## src/rtl/dual_irq_pkg.sv

```systemverilog
package dual_irq_pkg;
  localparam int unsigned NUM_SRC = 2;
  localparam int unsigned SRC_W   = (NUM_SRC > 1) ? $clog2(NUM_SRC) : 1;
  typedef enum logic [SRC_W-1:0] {
    SRC_PIN = 1'b0,
    SRC_TMR = 1'b1
  } irq_src_e;
endpackage

```

## src/rtl/dual_irq_pin_sync.sv

```systemverilog
module dual_irq_pin_sync #(
  parameter int unsigned SYNC_STAGES = 2,
  parameter bit          ACT_HIGH    = 1'b1
) (
  input  logic clk_i,
  input  logic rst_ni,
  input  logic pin_i,
  input  logic io_dis_i,
  output logic level_o,
  output logic lead_o
);
  logic [SYNC_STAGES-1:0] sync_q;
  logic                   prev_q;
  logic                   pin_act;

  assign pin_act = ACT_HIGH ? pin_i : ~pin_i;

  always_ff @(posedge clk_i or negedge rst_ni) begin
    if (!rst_ni) sync_q <= '0;
    else         sync_q <= {sync_q[SYNC_STAGES-2:0], pin_act};
  end

  // gated level, so release of io_dis with pin high yields an edge
  assign level_o = sync_q[SYNC_STAGES-1] & ~io_dis_i;

  always_ff @(posedge clk_i or negedge rst_ni) begin
    if (!rst_ni) prev_q <= 1'b0;
    else         prev_q <= level_o;
  end

  assign lead_o = level_o & ~prev_q;
endmodule

```

## src/rtl/dual_irq_req_flag.sv

```systemverilog
module dual_irq_req_flag (
  input  logic clk_i,
  input  logic rst_ni,
  input  logic set_i,
  input  logic clr_i,
  output logic flag_o
);
  logic flag_q;

  // set dominates clear
  always_ff @(posedge clk_i or negedge rst_ni) begin
    if (!rst_ni) flag_q <= 1'b0;
    else         flag_q <= set_i | (flag_q & ~clr_i);
  end

  assign flag_o = flag_q;
endmodule

```

## src/rtl/dual_irq_en_ctl.sv

```systemverilog
module dual_irq_en_ctl (
  input  logic clk_i,
  input  logic rst_ni,
  input  logic set_i,
  input  logic clr_i,
  input  logic take_i,
  input  logic bound_i,
  output logic en_dly_o
);
  logic en_q;
  logic en_dly_q;

  always_ff @(posedge clk_i or negedge rst_ni) begin
    if (!rst_ni) en_q <= 1'b0;
    else         en_q <= set_i | (en_q & ~(clr_i | take_i));
  end

  // one instruction of delay: load only on boundaries
  always_ff @(posedge clk_i or negedge rst_ni) begin
    if (!rst_ni)      en_dly_q <= 1'b0;
    else if (bound_i) en_dly_q <= en_q & ~take_i;
  end

  assign en_dly_o = en_dly_q;
endmodule

```

## src/rtl/dual_irq_take_arb.sv

```systemverilog
module dual_irq_take_arb #(
  parameter int unsigned NUM_SRC = 2,
  localparam int unsigned SRC_W  = (NUM_SRC > 1) ? $clog2(NUM_SRC) : 1
) (
  input  logic [NUM_SRC-1:0] req_i,
  input  logic               en_i,
  input  logic               bound_i,
  output logic               take_o,
  output logic [SRC_W-1:0]   src_o,
  output logic [NUM_SRC-1:0] ack_o
);
  logic [SRC_W-1:0] win;

  // lowest index has priority
  always_comb begin
    win = '0;
    for (int i = NUM_SRC - 1; i >= 0; i--) begin
      if (req_i[i]) win = SRC_W'(i);
    end
  end

  assign take_o = bound_i & en_i & (|req_i);
  assign src_o  = win;

  for (genvar g = 0; g < NUM_SRC; g++) begin : g_ack
    assign ack_o[g] = take_o & (win == SRC_W'(g));
  end
endmodule

```

## src/rtl/dual_irq_latch.sv

```systemverilog
module dual_irq_latch
  import dual_irq_pkg::*;
#(
  parameter int unsigned SYNC_STAGES  = 2,
  parameter bit          PIN_ACT_HIGH = 1'b1
) (
  input  logic clk_i,
  input  logic rst_ni,
  input  logic pin_i,
  input  logic io_dis_i,
  input  logic tmr_evt_i,
  input  logic en_set_i,
  input  logic en_clr_i,
  input  logic cyc_end_i,
  output logic take_o,
  output logic take_src_o,
  output logic pin_req_o,
  output logic tmr_req_o,
  output logic pin_lvl_o
);
  logic               pin_lead;
  logic               en_dly;
  logic [NUM_SRC-1:0] req_set;
  logic [NUM_SRC-1:0] req_q;
  logic [NUM_SRC-1:0] ack;
  logic [SRC_W-1:0]   src;

  dual_irq_pin_sync #(
    .SYNC_STAGES(SYNC_STAGES),
    .ACT_HIGH   (PIN_ACT_HIGH)
  ) u_sync (
    .clk_i   (clk_i),
    .rst_ni  (rst_ni),
    .pin_i   (pin_i),
    .io_dis_i(io_dis_i),
    .level_o (pin_lvl_o),
    .lead_o  (pin_lead)
  );

  assign req_set[SRC_PIN] = pin_lead;
  assign req_set[SRC_TMR] = tmr_evt_i;

  for (genvar g = 0; g < NUM_SRC; g++) begin : g_req
    dual_irq_req_flag u_flag (
      .clk_i (clk_i),
      .rst_ni(rst_ni),
      .set_i (req_set[g]),
      .clr_i (ack[g]),
      .flag_o(req_q[g])
    );
  end

  dual_irq_take_arb #(.NUM_SRC(NUM_SRC)) u_arb (
    .req_i  (req_q),
    .en_i   (en_dly),
    .bound_i(cyc_end_i),
    .take_o (take_o),
    .src_o  (src),
    .ack_o  (ack)
  );

  dual_irq_en_ctl u_en (
    .clk_i   (clk_i),
    .rst_ni  (rst_ni),
    .set_i   (en_set_i),
    .clr_i   (en_clr_i),
    .take_i  (take_o),
    .bound_i (cyc_end_i),
    .en_dly_o(en_dly)
  );

  assign take_src_o = src[0];
  assign pin_req_o  = req_q[SRC_PIN];
  assign tmr_req_o  = req_q[SRC_TMR];
endmodule

```

## config.mk

```make
export PLATFORM = sky130hd
export DESIGN_NAME = dual_irq_latch
export DESIGN_NICKNAME = d
export VERILOG_FILES = /design/src/rtl/dual_irq_pkg.sv /design/src/rtl/dual_irq_pin_sync.sv /design/src/rtl/dual_irq_req_flag.sv /design/src/rtl/dual_irq_en_ctl.sv /design/src/rtl/dual_irq_take_arb.sv /design/src/rtl/dual_irq_latch.sv
export SDC_FILE = /design/constraint.sdc
export NUM_CORES = 1
export LEC_CHECK = 0
export BUFFER_PORTS_ARGS = -buffer_cell sky130_fd_sc_hd__buf_4
export CAP_MARGIN = 20
export CORE_AREA = 2 2 39 41
export CTS_BUF_LIST = sky130_fd_sc_hd__clkbuf_16
export DETAILED_ROUTE_END_ITERATION = 8
export DIE_AREA = 0 0 41 43
export GPL_ROUTABILITY_DRIVEN = 0
export SLEW_MARGIN = 20
export SYNTH_ARGS = -nofsm -noshare
export SYNTH_HDL_FRONTEND = slang
export SYNTH_HIERARCHICAL = 1
export SYNTH_SLANG_ARGS = --single-unit
```

## constraint.sdc

```tcl
create_clock -name clk_i -period 0.92 [get_ports clk_i]
set_input_delay 0.138 -clock clk_i [delete_from_list [all_inputs] [get_ports clk_i]]
set_output_delay 0.138 -clock clk_i [all_outputs]
set_load 0.05 [all_outputs]
```

# After elaboration in Yosys (flattened, before gate mapping)
# Cells that the tools add are included.
[op_classes]
n_eq_ne = 0
add_sub_neg = 0
mux = 2
multipliers = 0
reduce_logical = 1
bitwise = 21
n_div = 0
n_shift = 0
order_cmp = 0
[op_table]
columns = ["cell", "count"]
rows = [
  ["bitwise AND 1 bit", 10],
  ["NOT 1 bit", 7],
  ["bitwise OR 1 bit", 4],
  ["two-way mux 1 bit", 2],
  ["OR reduction 2 bit", 1],
]
[word_totals]
romBits = 0
ramBits = 0
memories = 0
inputBits = 8
reg_bits = 7
latchBits = 0

# Depth between registers and ports, before layout
# Gate-level depths: netlist of run 1.
[depth]
ltp_word = 7
mapped_depth = 3
ltp_nobuf = 3

# Modules after synthesis
# Netlist of run 1, hierarchy kept.
[by_module_without_submodules]
columns = ["mod", "instances", "seq_area_each_um2", "cells_per_inst", "area_each_um2"]
rows = [
  ["dual_irq_pin_sync", 1, 75.1, 5, 93.8],
  ["dual_irq_en_ctl", 1, 50.0, 6, 85.1],
  ["dual_irq_req_flag", 2, 25.0, 3, 36.3],
  ["dual_irq_take_arb", 1, 0.0, 4, 36.3],
]

# Worst setup path after synthesis of run 1
# No wires, ideal clock.
[synth_timing]
path_type = "reg2reg"
from = "register g_req[1].u_flag.flag_q"
to = "register u_en.en_dly_q (netlist: u_en/en_dly_o)"
stages_incl_launch_ff = 4
slack_ns = -0.629
arrival_ns = 1.426
t_required_ns = 0.797
period_less_slack_ns = 1.549
setup_ns = 0.123
n_path_buf = 0
path_cell_list = "dfrtp_1 -> o211a_1 -> nand2b_4 -> mux2i_1"
[synth_between]
elab_chain_cells = 4
[synth_rtl]
columns = ["item", "line_no", "source"]
rows = [
  ["start: declaration", "dual_irq_req_flag.sv:8", "logic flag_q;"],
  ["start signal: assignment", "dual_irq_req_flag.sv:13", "else flag_q <= set_i | (flag_q & ~clr_i);"],
  ["OR reduction 2 bit", "dual_irq_take_arb.sv:22", "assign take_o = bound_i & en_i & (|req_i);"],
  ["bitwise AND 1 bit", "dual_irq_take_arb.sv:22", ""],
  ["via take_o", "dual_irq_latch.sv:15", "output logic take_o,"],
  ["NOT 1 bit", "dual_irq_en_ctl.sv:21", "else if (bound_i) en_dly_q <= en_q & ~take_i;"],
  ["bitwise AND 1 bit", "dual_irq_en_ctl.sv:21", ""],
  ["end signal: assignment", "dual_irq_en_ctl.sv:21", ""],
  ["end: declaration", "dual_irq_en_ctl.sv:11", "logic en_dly_q;"],
]
# The timed path passes the listed nets, and every way through them passes these cells.
# A chain may end at the register's enable or synchronous reset.

# Worst setup path in the final report of run 1
[layout_timing]
from = "register g_req[1].u_flag.flag_q"
to = "output take_o"
[layout_between]
elab_chain_cells = 2
[layout_rtl]
columns = ["item", "line_no"]
rows = [
  ["OR reduction 2 bit", "dual_irq_take_arb.sv:22"],
  ["bitwise AND 1 bit", "dual_irq_take_arb.sv:22"],
  ["end: declaration", "dual_irq_latch.sv:15"],
]
# Every way passes these cells.

==> results of run 1 <==
## critical path, cell delays in order, from the launching register on
cell     delay [ps]
dfrtp_2         420
o211a_4         260
buf_6           150
## cells by family (layout without fill, tap and decap cells)
family,after synthesis,after routing
AO/OA/AOI/OAI,4,4
AND/OR/NAND/NOR,6,6
flip-flops,7,7
buffers and inverters,3,24
multiplexers,1,1
## path summary, 6_finish.rpt
check / from / to / slack, ps / cells after the start
min: pin_i / u_sync/sync_q[0] / 20 / 1
max reg2reg: g_req[0].u_flag/flag_o / g_req[1].u_flag/flag_o / -170 / 4
min reg2reg: u_sync/sync_q[0] / u_sync/sync_q[1] / 340 / 0
max in group asynchronous: rst_ni / g_req[0].u_flag/flag_o / 530 / 2
max: g_req[1].u_flag/flag_o / take_o / -270 / 2
min in group asynchronous: rst_ni / u_sync/prev_q / 260 / 2
## flip-flops by register name, summed over array words and instances (netlist names)
| name | cells |
|---|---|
| u_en/en_q | 1 |
| u_sync/sync_q | 2 |
| u_sync/prev_q | 1 |
| g_req.u_flag/flag_o | 2 |
| u_en/en_dly_o | 1 |
## layout make-up
type                    instances  area (um^2)
repair buffers                 17          160
fillers                       131          816
inverters                       3         11.3
well taps                      16         20.0
multi-input cells              11          120
clock buffers                   3         75.1
flip-flops and latches          7          178
clock inverters                 1         3.75
## layout by cell type (no fill, tap or decap), drive strengths merged
master and count:
buf 16, dfrtp 7, inv 4, clkbuf 3, a21o 2, dlygate4sd3 1
o211a 1, and2b 1, and3 1, and4b 1, nand2b 1, o21bai 1
mux2i 1, nor2b 1, nor3b 1
## where the power goes
| part | total, mW | switching, mW | internal, mW |
|---|---|---|---|
| clock network | 0.712 | 0.148 | 0.564 |
| logic | 0.469 | 0.234 | 0.236 |
| registers | 0.389 | 0.0375 | 0.351 |
## per-layer routing
| metal | part of all wire (%) | global-route usage [%] | wire length (um) | vias to the layer above |
|---|---|---|---|---|
| met1 | 46 | 10.3 | 255 | 98 |
| met5 | 0 | 0 | 0 | - |
| met3 | 13 | 3.66 | 71 | 0 |
| met2 | 41 | 9.69 | 230 | 13 |
| met4 | 0 | 4.00 | 0 | 0 |
| li1 | - | - | - | 113 |
## stage by stage
step                      util [%]  instance area (um^2)  instances  hold slack, ps  worst slack [ps]
final                         41.0                   568         58            17.9              -270
after global routing          41.0                   568         58            19.1              -288
after CTS                     41.0                   568         58            15.5              -278
after detailed placement      30.8                   427         50           -43.1              -101
after global placement        30.8                   427         50           -43.3             -88.2
after floorplan                  -                   309         21            -158              -290
## timing repair
action	in CTS	in global routing
hold endpoints to repair	7	0
pin swaps	0	0
gates resized for setup	8	1
setup buffers	3	1
hold buffers	1	0
endpoints found under the setup margin	8	9
==> flow_summary_export.csv, run 1 <==
group,metric,value,unit
synthesis,syn_nets,29,
synthesis,synth_warnings,6,
synthesis,yosys.area_share.simple,20.4,%
synthesis,ys_types,12,
synthesis,synth-seq-cells,7,
cells_and_area,fin_nets,51,
power_and_ir_drop,p_per_area,2760,nW/um^2
synthesis,netlist_area,288,um^2
timing,worstMarginPinSlew,128,ps
power_and_ir_drop,finalPower,1.57,mW
detailed_routing,ant_nets,0,
synthesis,yosysTopAreaCellShare,60.9,%
clock_tree,cts_max_level,1,
timing,final_hold_viol_count,0,
cells_and_area,drive_gt1_share,64.3,%
global_routing,antenna_found_initial,0,
global_routing,grt_pass1_wl,903,um
synthesis,synth_compound_area_share,11.3,%
synthesis,muxShareOfSynthArea,3.48,%
synthesis,synth_xor_area_share,0,%
synthesis,avgSynthCellArea,13.7,um^2
clock_tree,cts_buffers,3,
floorplanning,core,1380,um^2
synthesis,ys_async_sr_fraction,100,%
synthesis,synth_edf_count,0,
synthesis,yosys-top-cells-area,"dfrtp_1, a21o_1, nand2b_4",
timing,period_needed,1190,ps
worst_setup_path,critPathRequiredTime,780,ps
global_routing,first_global_vias,236,
timing,finalSetupTns,-1380,ps
global_routing,grtUsageTotal,7.60,%
detailed_routing,firstDrtPassIters,1,
cells_and_area,antenna_cells,0,
timing,setup_ws,-270,ps
timing,rsz0062_at_grt,"yes",
synthesis,yosysTopAreaCell,"dfrtp_1",
timing,setup_viol,9,
placement,io_buffers,12,
worst_setup_path,crit_type,"flip-flop to primary output",
floorplanning,num_rows,14,
synthesis,synthAdderAreaFrac,0,%
detailed_routing,routed_wl,558,um
detailed_routing,drt_iter0_markers,0,
clock_tree,cts_root_buf,"clkbuf_16",
synthesis,synth.most_common_cell,"dfrtp_1",
detailed_routing,wl_per_cell,9.62,um
timing,drv_slew,0,
clock_tree,clockBufferDepth,2,
timing,post-route-period-util,129,%
worst_setup_path,crit_arrival,1050,ps
worst_setup_path,startpoint_type,"flip-flop",
worst_setup_path,critical_path.max_fanout,4,
clock_tree,cts_tree,"done",
timing,slew-limit-headroom,91.2,%
detailed_routing,num_vias,224,
cells_and_area,area_delta_synth_final,97.4,%
clock_tree,clk_pin_slew_worst_paths,30,ps
power_and_ir_drop,cellLeakagePower,0.273,nW
synthesis,synth_top_family_by_area,"simple AND/OR/NAND/NOR gates",
synthesis,ys.flop_type,"dfrtp_1",
timing,max_freq,0.841,GHz
run,drv_cap,0,
power_and_ir_drop,irDropWorstVdd,1.32,mV
floorplanning,start_util,20.8,%
synthesis,synth_top_cells_by_count,"dfrtp_1, inv_1, a21o_1",
outcome,violations,"negative setup slack",
detailed_routing,routed_via_density,3.86,
timing,finClkSkew,0.530,ps
floorplanning,fp.dieW,41,um
clock_tree,clk_latency,230,ps
floorplanning,dieArea,1760,um^2
floorplanning,dieHeight,43,um
synthesis,ys_seq_area_share,60.9,%
detailed_routing,drc_errors,0,
outcome,status,"finished with violations",
synthesis,synthCells,21,
clock_tree,numClockSinks,7,
worst_hold_path,hp-class,"primary input to flip-flop",
global_routing,grt_max_degree,8,
worst_setup_path,critPathCaptureType,"primary output",
global_routing,gr-total-overflow,0,
floorplanning,ios,13,
(Power assumes the default switching activity.)
==> inputs of run 2 (changes only) <==
SYNTH_HIERARCHICAL = not set   (was 1)
clock period = 1.1 ns   (was 0.92 ns; I/O delays follow)
==> run 2 against run 1 <==
The flow still finishes with violations (negative setup slack). Hold slack gained 28 ps. Global-route usage grew 0.11 points. Die area is the same. Flip-flop and latch count is the same. Sequential power shrank 19%. Cell count shrank 1.7%. Utilization shrank 2.5 points. First-iteration DRC count grew 1.
==> flow_summary_export.csv, run 2 <==
group,metric,value,unit
cells_and_area,drive_gt1_share,58.5,%
detailed_routing,firstDrtPassIters,3,
timing,finalSetupTns,-207,ps
global_routing,grt_pass1_wl,876,um
timing,final_hold_viol_count,0,
synthesis,synth-seq-cells,7,
power_and_ir_drop,irDropWorstVdd,0.887,mV
clock_tree,clk_pin_slew_worst_paths,40,ps
detailed_routing,drt_iter0_markers,1,
floorplanning,ios,13,
synthesis,synth_edf_count,0,
power_and_ir_drop,cellLeakagePower,0.260,nW
clock_tree,cts_max_level,1,
timing,slew-limit-headroom,88.9,%
clock_tree,numClockSinks,7,
timing,setup_viol,3,
outcome,violations,"negative setup slack",
cells_and_area,fin_nets,50,
global_routing,grtUsageTotal,7.71,%
timing,finClkSkew,1.81,ps
timing,setup_ws,-105,ps
detailed_routing,routed_wl,534,um
run,drv_cap,0,
clock_tree,cts_buffers,3,
clock_tree,cts_root_buf,"clkbuf_16",
timing,max_freq,0.830,GHz
synthesis,synth_xor_area_share,0,%
worst_setup_path,crit_type,"flip-flop to primary output",
detailed_routing,wl_per_cell,9.37,um
synthesis,synth_compound_area_share,19.2,%
detailed_routing,ant_nets,0,
placement,dp_slack,65.8,ps
synthesis,avgSynthCellArea,12.8,um^2
global_routing,gr-total-overflow,0,
synthesis,yosysTopAreaCell,"dfrtp_1",
outcome,status,"finished with violations",
synthesis,netlist_area,268,um^2
timing,period_needed,1200,ps
detailed_routing,routed_via_density,3.84,
cells_and_area,layout_commonest_cell,"buf_4",
global_routing,grt_max_degree,8,
floorplanning,num_rows,14,
synthesis,ys.flop_type,"dfrtp_1",
worst_setup_path,crit_arrival,1040,ps
synthesis,synth.most_common_cell,"dfrtp_1",
detailed_routing,drc_errors,0,
placement,io_buffers,12,
cells_and_area,antenna_cells,0,
cells_and_area,area_delta_synth_final,99.1,%
timing,rsz0062_at_grt,"yes",
placement,dp_cells,49,
synthesis,yosysTopAreaCellShare,65.4,%
cells_and_area,final_cell_mix,"buf_4, dfrtp_1, inv_1, clkbuf_16, buf_6",
timing,holdWs,45.6,ps
worst_hold_path,hp-class,"primary input to flip-flop",
synthesis,synthAdderAreaFrac,0,%
cells_and_area,multi_input_area,96.3,um^2
timing,drv_slew,0,
power_and_ir_drop,p_per_area,2220,nW/um^2
cells_and_area,seq_area,178,um^2
synthesis,synth_warnings,0,
synthesis,yosys.area_share.simple,11.2,%
synthesis,ys_async_sr_fraction,100,%
global_routing,antenna_found_initial,0,
floorplanning,fp.dieW,41,um
clock_tree,cts_tree,"done",
floorplanning,dieHeight,43,um
cells_and_area,num-fill-cells,133,
clock_tree,clk_latency,230,ps
synthesis,yosys-top-cells-area,"dfrtp_1, nor2b_1, a31o_1",
floorplanning,core,1380,um^2
worst_setup_path,critPathCaptureType,"primary output",
synthesis,muxShareOfSynthArea,0,%
synthesis,synthCells,21,
synthesis,ys_seq_area_share,65.4,%
cells_and_area,final_cells,57,
clock_tree,clockBufferDepth,2,
placement,hpwl,380,um
floorplanning,start_util,19.3,%
worst_setup_path,startpoint_type,"flip-flop",
timing,worstMarginPinSlew,166,ps
floorplanning,dieArea,1760,um^2
worst_setup_path,critical_path.max_fanout,4,
detailed_routing,num_vias,219,
synthesis,synth_top_family_by_area,"compound AO/OA/AOI/OAI gates",
synthesis,ys_types,10,
timing,post-route-period-util,110,%
synthesis,syn_nets,29,
worst_setup_path,critPathRequiredTime,940,ps
global_routing,first_global_vias,237,
synthesis,synth_top_cells_by_count,"dfrtp_1, inv_1, nor2b_1",
## run 2: metrics by stage
stage               power (mW)  area [um^2]  util, %
floorplan                0.459          280        -
global placement         0.533          390     28.2
detailed placement       0.537          390     28.2
CTS                       1.18          505     36.5
global route              1.24          533     38.5
finish                    1.18          533     38.5
## run 2: final cells by class
| class | count | share of cell area, % |
|---|---|---|
| timing repair buffer | 16 | 27.9 |
| inverter | 3 | 2.11 |
| sequential | 7 | 33.3 |
| tap | 16 | 3.76 |
| clock buffer | 3 | 14.1 |
| multi-input combinational | 11 | 18.1 |
| clock inverter | 1 | 0.704 |
## run 2: report_power, final
| part | internal [mW] | switching, mW |
|---|---|---|
| Combinational | 0.127 | 0.143 |
| Sequential | 0.287 | 0.0290 |
| Clock | 0.472 | 0.127 |
| Total | 0.886 | 0.298 |
## run 2: per-layer routing
layer | share of wire [%] | global-route usage (%) | vias up
met5 | 0 | 0 | -
met4 | 0 | 6.00 | 0
met3 | 12 | 3.14 | 0
met2 | 43 | 10.3 | 13
met1 | 46 | 9.30 | 96
li1 | - | - | 110
## run 2: cell families after synthesis
family / after synthesis
and+or+nand+nor: 5
buffers and inverters: 3
AOI/OAI and AO/OA: 6
DFF: 7
## run 2: path summary, 6_finish.rpt
check                      slack (ps)                      to                   start  cells after the start
min in group asynchronous         290           u_sync.prev_q                  rst_ni                      2
max                              -100                  take_o  g_req[0].u_flag.flag_o                      3
min reg2reg                       350        u_sync.sync_q[1]        u_sync.sync_q[0]                      0
min                                50        u_sync.sync_q[0]                   pin_i                      1
max in group asynchronous         680  g_req[0].u_flag.flag_o                  rst_ni                      2
max reg2reg                        80  g_req[1].u_flag.flag_o  g_req[0].u_flag.flag_o                      3
## run 2: timing repair
item	CTS	global route
pin swaps	1	0
endpoints found under the hold margin	7	0
resized for setup	3	6
hold buffers	1	0
setup buffers	2	1
setup endpoints to repair	2	4
## run 2: critical path: stages, from the launching register on
cell and delay (ps):
dfrtp_2 440, o211ai_2 180, inv_2 50, buf_6 150
